**src/rtl/qdec_pkg.sv**
```systemverilog
package qdec_pkg;
  localparam int NUM_CH = 2;
  localparam int REG_W  = 8;

  typedef enum logic [1:0] {MV_NONE, MV_UP, MV_DN, MV_BAD} move_e;

  // per-channel bit positions in the shared register
  function automatic int up_bit(int ch);  return 4*ch + 3; endfunction
  function automatic int dn_bit(int ch);  return 4*ch + 2; endfunction
  function automatic int clr_bit(int ch); return 4*ch;     endfunction

  // Gray phase code to position index: 00,01,11,10 -> 0,1,2,3
  function automatic logic [1:0] gray2idx(logic [1:0] g);
    return {g[1], g[1] ^ g[0]};
  endfunction
endpackage

```
**src/rtl/qdec_sync.sv**
```systemverilog
module qdec_sync #(
  parameter int W      = 2,
  parameter int STAGES = 2
) (
  input  logic         clk_i,
  input  logic         rst_ni,
  input  logic [W-1:0] d_i,
  output logic [W-1:0] q_o
);
  logic [W-1:0] stg_q [STAGES];

  always_ff @(posedge clk_i or negedge rst_ni) begin
    if (!rst_ni) begin
      for (int i = 0; i < STAGES; i++) stg_q[i] <= '0;
    end else begin
      stg_q[0] <= d_i;
      for (int i = 1; i < STAGES; i++) stg_q[i] <= stg_q[i-1];
    end
  end

  assign q_o = stg_q[STAGES-1];
endmodule

```
**src/rtl/qdec_step.sv**
```systemverilog
module qdec_step
  import qdec_pkg::*;
(
  input  logic       clk_i,
  input  logic       rst_ni,
  input  logic [1:0] ab_i,
  output move_e      move_o
);
  logic [1:0] prev_q;
  logic [1:0] delta;

  always_ff @(posedge clk_i or negedge rst_ni) begin
    if (!rst_ni) prev_q <= 2'b00;
    else         prev_q <= ab_i;
  end

  assign delta = gray2idx(ab_i) - gray2idx(prev_q);

  always_comb begin
    unique case (delta)
      2'd1:    move_o = MV_UP;
      2'd3:    move_o = MV_DN;
      2'd2:    move_o = MV_BAD;  // both phases flipped: dropped
      default: move_o = MV_NONE;
    endcase
  end
endmodule

```
**src/rtl/qdec_counter.sv**
```systemverilog
module qdec_counter #(
  parameter int W = 8
) (
  input  logic         clk_i,
  input  logic         rst_ni,
  input  logic         clr_i,
  input  logic         up_i,
  input  logic         dn_i,
  output logic [W-1:0] cnt_o,
  output logic         wrap_up_o,
  output logic         wrap_dn_o
);
  logic [W-1:0] cnt_q;

  always_ff @(posedge clk_i or negedge rst_ni) begin
    if (!rst_ni)   cnt_q <= '0;
    else if (clr_i) cnt_q <= '0;
    else if (up_i)  cnt_q <= cnt_q + 1'b1;
    else if (dn_i)  cnt_q <= cnt_q - 1'b1;
  end

  // clear takes priority and suppresses wrap events
  assign wrap_up_o = !clr_i && up_i && (cnt_q == '1);
  assign wrap_dn_o = !clr_i && dn_i && (cnt_q == '0);
  assign cnt_o     = cnt_q;
endmodule

```
**src/rtl/qdec_dual.sv**
```systemverilog
module qdec_dual
  import qdec_pkg::*;
#(
  parameter int CNT_W       = 8,
  parameter int SYNC_STAGES = 2
) (
  input  logic             clk_i,
  input  logic             rst_ni,
  input  logic [1:0]       enc_a_i,
  input  logic [1:0]       enc_b_i,
  input  logic             reg_wr_i,
  input  logic [REG_W-1:0] reg_wdata_i,
  input  logic             reg_rd_i,
  output logic [REG_W-1:0] reg_rdata_o,
  output logic             irq_o,
  output logic [CNT_W-1:0] count0_o,
  output logic [CNT_W-1:0] count1_o
);
  logic [CNT_W-1:0]  cnt   [NUM_CH];
  logic [NUM_CH-1:0] st_up_q, st_dn_q;
  logic [NUM_CH-1:0] ev_up, ev_dn;

  logic unused_wdata;
  assign unused_wdata = ^{reg_wdata_i[7:5], reg_wdata_i[3:1]};

  for (genvar c = 0; c < NUM_CH; c++) begin : g_ch
    logic [1:0] ab_s;
    move_e      mv;
    logic       clr;

    qdec_sync #(.W(2), .STAGES(SYNC_STAGES)) u_sync (
      .clk_i (clk_i),
      .rst_ni(rst_ni),
      .d_i   ({enc_a_i[c], enc_b_i[c]}),
      .q_o   (ab_s)
    );

    qdec_step u_step (
      .clk_i (clk_i),
      .rst_ni(rst_ni),
      .ab_i  (ab_s),
      .move_o(mv)
    );

    assign clr = reg_wr_i && reg_wdata_i[clr_bit(c)];

    qdec_counter #(.W(CNT_W)) u_cnt (
      .clk_i    (clk_i),
      .rst_ni   (rst_ni),
      .clr_i    (clr),
      .up_i     (mv == MV_UP),
      .dn_i     (mv == MV_DN),
      .cnt_o    (cnt[c]),
      .wrap_up_o(ev_up[c]),
      .wrap_dn_o(ev_dn[c])
    );
  end

  // sticky flags: read clears, same-edge events win
  always_ff @(posedge clk_i or negedge rst_ni) begin
    if (!rst_ni) begin
      st_up_q <= '0;
      st_dn_q <= '0;
    end else begin
      st_up_q <= (reg_rd_i ? '0 : st_up_q) | ev_up;
      st_dn_q <= (reg_rd_i ? '0 : st_dn_q) | ev_dn;
    end
  end

  always_comb begin
    reg_rdata_o = '0;
    for (int c = 0; c < NUM_CH; c++) begin
      reg_rdata_o[up_bit(c)] = st_up_q[c];
      reg_rdata_o[dn_bit(c)] = st_dn_q[c];
    end
  end

  assign irq_o    = |{st_up_q, st_dn_q};
  assign count0_o = cnt[0];
  assign count1_o = cnt[1];
endmodule

```
**config.mk**
```make
export PLATFORM = sky130hd
export DESIGN_NAME = qdec_dual
export DESIGN_NICKNAME = d
export VERILOG_FILES = /design/src/rtl/qdec_pkg.sv /design/src/rtl/qdec_sync.sv /design/src/rtl/qdec_step.sv /design/src/rtl/qdec_counter.sv /design/src/rtl/qdec_dual.sv
export SDC_FILE = /design/constraint.sdc
export NUM_CORES = 1
export LEC_CHECK = 0
export ABC_AREA = 1
export BUFFER_PORTS_ARGS = -buffer_cell sky130_fd_sc_hd__buf_4
export CORE_MARGIN = 5
export CORE_UTILIZATION = 35
export CTS_CLUSTER_DIAMETER = 60
export CTS_CLUSTER_SIZE = 8
export DETAILED_ROUTE_END_ITERATION = 8
export PLACE_DENSITY = 0.55
export SETUP_SLACK_MARGIN = 0.2
export SYNTH_ARGS = -nofsm -noshare
export SYNTH_HDL_FRONTEND = slang
export SYNTH_HIERARCHICAL = 1
export SYNTH_SLANG_ARGS = --single-unit
```
**constraint.sdc**
```tcl
create_clock -name clk_i -period 3.8 [get_ports clk_i]
set_input_delay 0 -clock clk_i [delete_from_list [all_inputs] [get_ports clk_i]]
set_output_delay 0 -clock clk_i [all_outputs]
set_load 0.05 [all_outputs]
```
# Word level (Yosys, flattened, before mapping)
# Index checks and enable logic that the tools add are counted.
[op_classes]
bitwise_logic = 6
muxes = 10
add_sub_neg = 6
n_eq_ne = 12
reduce_logical = 17
[ops]
columns = ["operator", "count"]
rows = [
  ["two-way mux 8 bit", 6],
  ["adder 8 x 1 -> 8 bit (second input constant)", 2],
  ["equality test 8 bit (second input constant)", 2],
  ["zero test 8 bit", 2],
  ["subtractor 8 x 1 -> 8 bit (second input constant)", 2],
  ["equality test 2 bit (second input constant)", 6],
  ["case mux 2 bit (3 select lines)", 2],
  ["logical AND 1 bit", 10],
  ["equality test 2 x 1 -> 1 bit (second input constant)", 4],
  ["nonzero test 3 bit", 2],
  ["two-way mux 2 bit", 2],
  ["bitwise OR 2 bit", 2],
  ["OR reduction 4 bit", 1],
  ["subtractor 2 bit", 2],
  ["XOR 1 bit", 4],
  ["zero test 1 bit", 2],
]
[totals]
output_inout_bits = 25
ff_bits = 32
in_bits = 16
wordCells = 61

# Logic depth before layout (Yosys ltp)
[logic_depth]
ltp_word = 8
depth_mapped = 21
depth_no_buf = 20

# Cells and area by module
# Netlist, hierarchy kept.
[modules_own_cells]
columns = ["module", "area_each_um2", "cells_per_inst", "seq_area_each_um2", "n_inst"]
rows = [
  ["qdec_counter at g_ch[0].u_cnt", 685.7, 100, 200.2, 1],
  ["qdec_counter at g_ch[1].u_cnt", 681.9, 97, 200.2, 1],
  ["qdec_step", 156.4, 21, 50.0, 2],
  ["qdec_dual", 239.0, 37, 100.1, 1],
  ["qdec_sync", 115.1, 6, 100.1, 2],
]

# Worst setup path after synthesis
# OpenSTA, ideal clock, no wires.
[synth_path]
path_type = "flip-flop to flip-flop"
from = "reg g_ch[1].u_sync.stg_q (netlist bit g_ch[1].u_sync/q_o[0])"
to = "reg g_ch[1].u_cnt.cnt_q[7]"
slack_ps = 759
path_stages_with_launch = 19
period_less_slack_ps = 3041
arrival_ps = 2923
required_ps = 3682
cell_sequence = "dfrtp_1 -> buf_4 -> xnor2_1 -> ha_1 -> nand3_1 -> and2_1 -> ha_1 -> inv_1 -> nand2_1 -> nand3_1 -> nand2_1 -> nor2_1 -> inv_1 -> ha_1 -> or2_2 -> nand3_1 -> nand3_1 -> nand3_1 -> nand2_1"
[synth_via]
elab_chain_cells = 7
elab_cells_between_ends = 11
cone_classes = "add/sub: 1; eq/ne: 5; mux: 3; bitwise: 1; reduce/logical: 1"
[synth_rtl]
columns = ["item", "line", "rtl"]
rows = [
  ["start, declared", "qdec_sync.sv:10", "logic [W-1:0] stg_q [STAGES];"],
  ["XOR 1 bit *", "qdec_pkg.sv:14", "return {g[1], g[1] ^ g[0]};"],
  ["subtractor 2 bit *", "qdec_step.sv:17", "assign delta = gray2idx(ab_i) - gray2idx(prev_q);"],
  ["equality test 2 bit or equality test 2 x 1 -> 1 bit (tied branches)", "qdec_step.sv:20", "unique case (delta)"],
  ["case mux 2 bit (3 select lines) *", "qdec_step.sv:20", ""],
  ["via g_ch[1].mv[1]", "qdec_dual.sv:28", "move_e mv;"],
  ["equality test 2 x 1 -> 1 bit", "qdec_dual.sv:51", ".up_i (mv == MV_UP),"],
  ["two-way mux 8 bit", "qdec_counter.sv:18", "else if (up_i) cnt_q <= cnt_q + 1'b1;"],
  ["two-way mux 8 bit", "qdec_counter.sv:17", "else if (clr_i) cnt_q <= '0;"],
  ["end signal, assigned", "qdec_counter.sv:18", ""],
  ["end signal, assigned", "qdec_counter.sv:19", "else if (dn_i) cnt_q <= cnt_q - 1'b1;"],
  ["end, declared", "qdec_counter.sv:13", "logic [W-1:0] cnt_q;"],
]
# Mark *: on every way through the listed nets, which the timed path passes. The rest lies on a longest branch.
# A chain may end at the register's enable or synchronous reset.

# Worst setup path in the final report
[layout_path]
from = "reg g_ch[0].u_step.prev_q[1]"
to = "reg g_ch[0].u_cnt.cnt_q[6]"
[layout_via]
elab_chain_cells = 7
elab_cells_between_ends = 11
cone_classes = "add/sub: 1; eq/ne: 5; mux: 3; bitwise: 1; reduce/logical: 1"
[layout_rtl]
columns = ["item", "line", "rtl"]
rows = [
  ["start, declared", "qdec_step.sv:9", "logic [1:0] prev_q;"],
  ["start signal, assigned", "qdec_step.sv:14", "else prev_q <= ab_i;"],
  ["XOR 1 bit", "qdec_pkg.sv:14", ""],
  ["subtractor 2 bit *", "qdec_step.sv:17", ""],
  ["equality test 2 bit or equality test 2 x 1 -> 1 bit (tied branches)", "qdec_step.sv:20", ""],
  ["case mux 2 bit (3 select lines) *", "qdec_step.sv:20", ""],
  ["via g_ch[0].mv[1]", "qdec_dual.sv:28", ""],
  ["equality test 2 x 1 -> 1 bit", "qdec_dual.sv:51", ""],
  ["two-way mux 8 bit", "qdec_counter.sv:18", ""],
  ["two-way mux 8 bit", "qdec_counter.sv:17", ""],
  ["end signal, assigned", "qdec_counter.sv:18", ""],
  ["end signal, assigned", "qdec_counter.sv:19", ""],
  ["end, declared", "qdec_counter.sv:13", ""],
]
# Marked as above.

==> flow_summary.toml <==
[sta]
finalSetupViolations = 0
fin_ws_ns = 0.544
finalCritPeriodShare = 0.857
rsz0062_at_grt = "false"
fin_setup_tns_ns = 0
finalHoldViolations = 0
finalClockSkew_ns = 0.00274
fmax_ghz = 0.307
min_period_ns = 3.26
drv_slew = 0

[synth]
yosys_warnings = 6
syn_avg_cell_area_um2 = 7.46
seq_area_frac_synth = 0.373
synth_seq_cells = 32
syn_area_um2 = 2150
ys_types = 25
synth_cells = 288

[floorplan]
die_x_um = 88.4
die_height_um = 88.4
boundaryPins = 41
core_region_area_um2 = 5960
rows = 28
fp.dieArea_um2 = 7810
start_util = 0.361

[run_status]
status = "completed"

[place]
pre_cts_slack_ns = 0.558
io_buffers = 30
hpwl_um = 3440
gp_congestion = 0.832

[critical_path]
crit_chain = "xor2_1, ha_1, nand3_1, and2_1, ha_1, inv_1, nand2_1, nand3_1, nand2_1, nor2_1, inv_1, ha_1, or2_2, nand3b_1, nand3_1, nand3_1, nand2_1"
start_kind = "flop"
max_stage_delay_ns = 0.40
end_kind = "flop"
cp_data_required_time_ns = 3.98
r2r_start = "g_ch[0].u_step/prev_q[1]"
worst-path-max-fanout = 6
startpoint = "g_ch[0].u_step/prev_q[1]"
critPathKind = "flop to flop"
cp_slowest_cell = "dfrtp_1"
arrival_ns = 3.44
cp_common_cell = "nand3_1"

[detailed_routing]
wl_per_cell_um = 11.2
drc_errors = 0
routed_wirelength_um = 4530
post_drt_via_cell_ratio = 4.48
antenna_left = 0
drtIter0Drc = 60
num_vias = 1805
drtPass1Iterations = 4

[clocking]
cts_made_buffers = 5
cts_buffer_depth = 2
cts_root_buf = "clkbuf_8"
tritoncts = "done"
cts_setup_buffers = 0
clk_latency_ns = 0.29
post_cts_resized = 0
cts_sinks = 32
clkTransAtPathRegs_ns = 0.07
htreeDepth = 2

[global_route]
grt_pass1_wl_um = 7810
track_usage = 0.130
first_global_vias = 1768
antenna_found_initial = 0
grt_overflow_total = 0
grt_max_degree = 33

[power_and_ir_drop]
power.total_w = 0.00242
power_density_nw_per_um2 = 931
p_leak_nw = 1.43
vdd_drop_max_uv = 466

[worst_hold_path]
hold_path_class = "primary input to async pin"

[finish]
antenna_cells = 0
syn_to_final_growth_pct = 20.9
final_cell_mix = "nand2_1, inv_1, dfrtp_1"
drive_gt1_frac = 0.165
finish.net_count = 361
mostFrequentLayoutCell = "nand2_1"
fillers = 627

[job]
max_cap_violations = 0
[power by group]
group | switching, W | total [W] | internal, W
Sequential | 0.000123 | 0.000561 | 0.000437
Clock | 0.000131 | 0.000324 | 0.000194
Combinational | 0.000993 | 0.00154 | 0.000542
Total | 0.00125 | 0.00242 | 0.00117
[layout make-up]
cell class	count	area, um^2	area share
Multi-Input combinational cell	198	1100	0.424
Sequential cell	32	801	0.308
Timing Repair Buffer	37	293	0.113
Inverter	53	199	0.0766
Tap cell	75	93.8	0.0361
Clock buffer	5	68.8	0.0265
Clock inverter	3	42.5	0.0164
[critical path, delay by kind of cell, from the launching register on]
| kind | cells | cell delay (ns) |
|---|---|---|
| and+or+nand+nor | 11 | 1.51 |
| adders and majority gates | 3 | 0.75 |
| DFF | 1 | 0.40 |
| buffers and inverters | 2 | 0.32 |
| xor gates and xnor gates | 1 | 0.18 |
[routing by layer]
metal / vias up / global-route usage / wire, um / part of all wire
met1: 809 / 0.158 / 2130 / 0.47
met4: 0 / 0.0495 / 44 / 0.0097
met3: 2 / 0.0363 / 221 / 0.049
met2: 29 / 0.218 / 2140 / 0.47
met5: - / 0 / 0 / 0
li1: 965 / - / - / -
[metrics by stage]
step	util	hold WS, ns	instance area, um^2	std cells
finish	0.436	0.191	2600	403
global route	0.436	0.225	2600	403
global placement	0.408	-0.0281	2430	389
CTS	0.436	0.196	2600	403
floorplan	-	-0.296	2160	291
detailed placement	0.408	-0.0338	2430	389
[synth_stat cells]
library cell	instances	share of area
nand2_1	81	0.14
inv_1	50	0.087
dfrtp_1	32	0.37
nand3_1	23	0.054
nor2_1	22	0.038
ha_1	16	0.093
a21oi_1	8	0.019
buf_4	8	0.028
nand3b_1	6	0.021
nand4_1	6	0.017
or2_2	5	0.015
o22ai_1	4	0.012
inv_2	3	0.0052
nor2_2	3	0.0087
nor4_1	3	0.0087
xnor2_1	3	0.012
and2_1	2	0.0058
fa_1	2	0.019
nor3_4	2	0.015
o21ai_1	2	0.0047
o21ai_2	2	0.0082
xor2_1	2	0.0082
conb_1	1	0.0017
nor3_1	1	0.0023
or2_1	1	0.0029
[sequential cells by signal, summed over array words and instances (netlist names)]
register / count
g_ch.u_sync/q_o: 4
st_dn_q: 2
g_ch.u_sync/stg_q: 4
st_up_q: 2
g_ch.u_step/prev_q: 4
g_ch.u_cnt/cnt_o: 16
[cell families after synthesis]
group	synth area share
adder cells (fa/ha/maj)	0.112
buffers and inverters	0.120
other	0.00174
AO/OA/AOI/OAI	0.0431
AND/OR/NAND/NOR	0.330
flip-flops	0.373
XOR/XNOR	0.0204
[path summary, 6_finish.rpt]
check | end | slack, ns | cells after the start
setup / recovery | g_ch[0].u_cnt/cnt_o[6] | 0.54 | 17
hold / removal | g_ch[1].u_sync/q_o[1] | 0.19 | 2
setup reg to reg | g_ch[0].u_cnt/cnt_o[6] | 0.54 | 17
hold reg to reg | g_ch[1].u_sync/q_o[0] | 0.35 | 0
max in group asynchronous | st_up_q[1] | 3.33 | 2
min in group clk_i | st_dn_q[0] | 0.19 | 6
[timing repair]
item,CTS,global route
endpoints found under the hold margin,40,0
setup endpoints to repair,0,0
hold buffers,6,0
Note: power is estimated with default switching activity, not from simulation.
